<file path="src/rtl/sio_pkg.sv">
package sio_pkg;
  localparam int unsigned MASK_W = 4;
  localparam int unsigned BIT_ACK = 0;
  localparam int unsigned BIT_ATN = 1;
  localparam int unsigned BIT_TGT = 2;
  localparam int unsigned BIT_CAR = 3;

  typedef enum logic [1:0] {
    OP_NONE = 2'b00,
    OP_WAIT = 2'b01,
    OP_SET  = 2'b10,
    OP_CLR  = 2'b11
  } sio_op_e;

  typedef enum logic [1:0] {
    RES_NONE  = 2'b00,
    RES_SEL   = 2'b01,
    RES_RESEL = 2'b10,
    RES_ABORT = 2'b11
  } sio_res_e;
endpackage

</file>
<file path="src/rtl/sio_wait_unit.sv">
module sio_wait_unit #(
  parameter int unsigned ADDR_W = 32
) (
  input  logic              clk,
  input  logic              rst,
  input  logic              start,
  input  logic [ADDR_W-1:0] jump,
  input  logic [ADDR_W-1:0] ptr,
  input  logic              sel,
  input  logic              resel,
  input  logic              abort,
  output logic              pending,
  output logic              res_vld,
  output logic [ADDR_W-1:0] res_addr,
  output logic [1:0]        res_code
);
  import sio_pkg::*;

  logic [ADDR_W-1:0] jump_q, ptr_q;
  logic              any_ev;
  sio_res_e          ev_code;

  assign any_ev = sel | resel | abort;

  // fixed priority: abort > reselect > select
  always_comb begin
    if (abort)      ev_code = RES_ABORT;
    else if (resel) ev_code = RES_RESEL;
    else            ev_code = RES_SEL;
  end

  always_ff @(posedge clk) begin
    if (rst) begin
      pending  <= 1'b0;
      res_vld  <= 1'b0;
      res_addr <= '0;
      res_code <= RES_NONE;
      jump_q   <= '0;
      ptr_q    <= '0;
    end else begin
      res_vld <= 1'b0;
      if (!pending) begin
        if (start) begin
          pending <= 1'b1;
          jump_q  <= jump;
          ptr_q   <= ptr;
        end
      end else if (any_ev) begin
        pending  <= 1'b0;
        res_vld  <= 1'b1;
        res_code <= ev_code;
        res_addr <= (ev_code == RES_SEL) ? ptr_q : jump_q;
      end
    end
  end
endmodule

</file>
<file path="src/rtl/sio_ctl_bits.sv">
module sio_ctl_bits #(
  parameter int unsigned NBITS = 4
) (
  input  logic             clk,
  input  logic             rst,
  input  logic             wr_en,
  input  logic             set_not_clr,
  input  logic [NBITS-1:0] mask,
  output logic [NBITS-1:0] state
);
  for (genvar i = 0; i < NBITS; i++) begin : g_bit
    always_ff @(posedge clk) begin
      if (rst)                   state[i] <= 1'b0;
      else if (wr_en && mask[i]) state[i] <= set_not_clr;
    end
  end
endmodule

</file>
<file path="src/rtl/sio_exec.sv">
module sio_exec #(
  parameter int unsigned ADDR_W = 32
) (
  input  logic              clk,
  input  logic              rst,
  input  logic              op_valid,
  input  logic [1:0]        op_code,
  input  logic [3:0]        op_mask,
  input  logic [ADDR_W-1:0] op_jump,
  input  logic [ADDR_W-1:0] seq_ptr,
  input  logic              sel_in,
  input  logic              resel_in,
  input  logic              host_abort,
  output logic              busy,
  output logic              done,
  output logic              next_vld,
  output logic [ADDR_W-1:0] next_addr,
  output logic [1:0]        outcome,
  output logic              ack_lat,
  output logic              atn_lat,
  output logic              tgt_mode,
  output logic              carry,
  output logic              bus_ack_oe,
  output logic              bus_atn_oe
);
  import sio_pkg::*;

  logic              accept, wait_go, bits_go;
  logic              ctl_done_q;
  logic [MASK_W-1:0] bits;

  assign accept  = op_valid && !busy;
  assign wait_go = accept && (op_code == OP_WAIT);
  assign bits_go = accept && ((op_code == OP_SET) || (op_code == OP_CLR));

  sio_wait_unit #(.ADDR_W(ADDR_W)) wait_i (
    .clk      (clk),
    .rst      (rst),
    .start    (wait_go),
    .jump     (op_jump),
    .ptr      (seq_ptr),
    .sel      (sel_in),
    .resel    (resel_in),
    .abort    (host_abort),
    .pending  (busy),
    .res_vld  (next_vld),
    .res_addr (next_addr),
    .res_code (outcome)
  );

  sio_ctl_bits #(.NBITS(MASK_W)) bits_i (
    .clk         (clk),
    .rst         (rst),
    .wr_en       (bits_go),
    .set_not_clr (op_code == OP_SET),
    .mask        (op_mask),
    .state       (bits)
  );

  always_ff @(posedge clk) begin
    if (rst) ctl_done_q <= 1'b0;
    else     ctl_done_q <= bits_go;
  end

  assign done       = ctl_done_q | next_vld;
  assign ack_lat    = bits[BIT_ACK];
  assign atn_lat    = bits[BIT_ATN];
  assign tgt_mode   = bits[BIT_TGT];
  assign carry      = bits[BIT_CAR];
  assign bus_ack_oe = bits[BIT_ACK] & ~bits[BIT_TGT];
  assign bus_atn_oe = bits[BIT_ATN] & ~bits[BIT_TGT];
endmodule

</file>
<file path="config.mk">
export PLATFORM = sky130hd
export DESIGN_NAME = sio_exec
export DESIGN_NICKNAME = d
export VERILOG_FILES = /design/src/rtl/sio_pkg.sv /design/src/rtl/sio_wait_unit.sv /design/src/rtl/sio_ctl_bits.sv /design/src/rtl/sio_exec.sv
export SDC_FILE = /design/constraint.sdc
export NUM_CORES = 1
export LEC_CHECK = 0
export ABC_AREA = 1
export BUFFER_PORTS_ARGS = -buffer_cell sky130_fd_sc_hd__buf_2
export CAP_MARGIN = 20
export CORE_ASPECT_RATIO = 1.5
export CORE_UTILIZATION = 40
export DETAILED_ROUTE_END_ITERATION = 8
export GPL_TIMING_DRIVEN = 0
export SETUP_SLACK_MARGIN = 0.1
export SYNTH_ARGS = -nofsm -noshare
export SYNTH_HDL_FRONTEND = slang
export SYNTH_SLANG_ARGS = --single-unit
</file>
<file path="constraint.sdc">
create_clock -name clk -period 1.4 [get_ports clk]
set_clock_uncertainty 0.05 [all_clocks]
set_input_delay 0.21 -clock clk [delete_from_list [all_inputs] [get_ports clk]]
set_output_delay 0.21 -clock clk [all_outputs]
set_load 0.02 [all_outputs]
</file>
==> metrics.txt <==
outcome completed; drc violations 0; clock buffer depth 2; Worst R2R Setup Slack 0.15 ns; flops & latches, synth about 110; maxcap violations 0; Rows 46; port bufs ~120; commonest non-fill, non-tap cell in the layout nor2_1; Syn-to-layout area delta 25.2%; part of the Yosys area used for sequential elements 47.8%; Clock Tree Root clkbuf_16; Final HPWL DP around 8500 µm; Finished Layout Cells 922; peak supply drop around 0.72 mV; chip width 87.6 µm; DRT Pass-1 Iters 4; Vias per Instance 4.50; vias in the first global route 3867; Mean Syn Cell Area roughly 7 µm²; PwrDens around 1200 nW/µm²; Iter 0 DRT Violations between 100 and 150; initial antenna violation count 0; gr ovfl total 0; Clk Latency, worst-skew pair ~0.34 ns; CTS tree yes; largest net degree at the start of global routing 17; Max Slew Vio Count 0; total CTS buffers 9; via count about 4200; Hold-fix buffers, CTS 0; Core Area 10600 µm²; RSZ-0062 raised after global routing false; setup TNS 0 ns; Antenna diodes 0; Slew HR about two thirds; synth unique cells 19; Syn Std Cell Area 4390 µm²; GPL Wtd Cong around 0.75; commonest non-fill, non-tap cells in the layout nor2_1 (205), nand2_1 (140), buf_2 (123); final worst-path cycle share 90.2%; total placed cells including tap cells slightly above 900; Static Leak approximately 2.8 nW; Tot GR Track Use around 21%; worst-path fanout max 1; Post-Synthesis Cells around 650; layout cells sized above 1 a little over a fifth; Final setup viols 0; Clock Sinks between 100 and 150; remaining antenna violation count 0; max frequency 792 MHz; Hold Crit Class primary input to register; die area around 11000 µm²; Final nets 849; minimum clock period between 1 and 1.5 ns; crit path kind register to output port; per-cell routed wire length around 12 µm; final hold vios 0; Mapped Nets between 700 and 800; IO Count 119; Req. time, crit path 1.14 ns; Die Y ~130 µm; clock-pin slew on the worst setup and hold paths about 0.06 ns; initial core utilization 41.3%; actual slew at the worst max-slew pin 0.515 ns; nature of the critical path endpoint output port; YS warnings 0; CP Data Arrival Time 1.00 ns; DRT Wirelength 11300 µm; H-tree Lvls 3; first-pass GRT wire length ~18000 µm; crit start category register
-- cell type report --
type,instances,area [µm²]
buffer,42,274
clock buffer,10,239
clock inverter,6,57.6
fill,1125,5150
inverter,42,160
multi-input combinational,456,1890
sequential,105,2110
tap,144,180
timing repair buffer,117,594
-- routing by layer --
layer	global-route usage, %	part of all wire, %
met1	23.7	43
met2	37.8	52
met3	3.42	3.5
met4	8.58	2.0
met5	0	0
-- stage by stage --
step	area, µm²	power [mW]	worst slack, ns	util [%]	hold slack [ns]
floorplan	4390	3.73	0.113	-	0.229
global placement	5150	4.00	-0.0939	48.4	0.396
finish	5500	6.45	0.137	51.7	0.0383
global route	5500	6.75	0.104	51.7	0.0379
detailed placement	5150	4.01	-0.105	48.4	0.404
CTS	5470	6.51	0.101	51.4	0.0373
-- path summary, 6_finish.rpt --
kind / startpoint / end / cells past startpoint
worst max-delay path: ctl_done_q / done / 2
worst min-delay path: rst / wait_i.pending / 2
worst max register to register: wait_i.pending / wait_i.ptr_q[14] / 6
worst min register to register: wait_i.res_code[0] / wait_i.res_code[0] / 2
-- timing repair --
item | CTS | global route
gates resized for setup | 6 | 12
gates cloned | 0 | 0
pin swaps | 1 | 1
setup buffers | 1 | 0
setup endpoints to repair | 66 | 48
-- state kept, by name (all words and copies together) (netlist names) --
name	cells
ctl_done_q	1
wait_i.pending	1
wait_i.ptr_q	32
wait_i.res_vld	1
wait_i.res_code	2
wait_i.jump_q	32
bits_i.state	4
wait_i.res_addr	32
-- cell families after synthesis --
logic type,synth area share [%]
flip-flops,47.8
AO/OA/AOI/OAI,11.4
buffers and inverters,9.42
AND/OR/NAND/NOR,31.3
-- synth_stat cells --
| cell | count | area (µm²) |
|---|---|---|
| nor2_8 | 1 | 20.0 |
| buf_2 | 13 | 65.1 |
| inv_1 | 41 | 154 |
| nand3b_1 | 1 | 7.51 |
| nand2_1 | 140 | 526 |
| o21ai_0 | 38 | 190 |
| dfxtp_1 | 105 | 2100 |
| nor2_1 | 205 | 769 |
| or2_2 | 1 | 6.26 |
| nand3_1 | 5 | 25.0 |
| buf_4 | 2 | 15.0 |
| buf_6 | 10 | 113 |
| inv_2 | 1 | 3.75 |
| a21oi_1 | 3 | 15.0 |
| nor2_4 | 1 | 11.3 |
| clkbuf_1 | 16 | 60.1 |
| nand2_2 | 2 | 12.5 |
| o21ai_1 | 59 | 295 |
| buf_1 | 1 | 3.75 |
-- power breakdown --
group / leakage, nW / switching (mW) / internal (mW) / total, mW
sequential: 0.858 / 0.0647 / 3.12 / 3.19
combinational: 1.79 / 0.461 / 0.304 / 0.765
clock: 0.148 / 1.07 / 1.42 / 2.50
-- worst max-delay path, stage by stage (launching register included) --
cell and delay, ns:
dfxtp_1 0.30, or2_4 0.24, buf_6 0.13
Power figures use the tool's default switching activity.
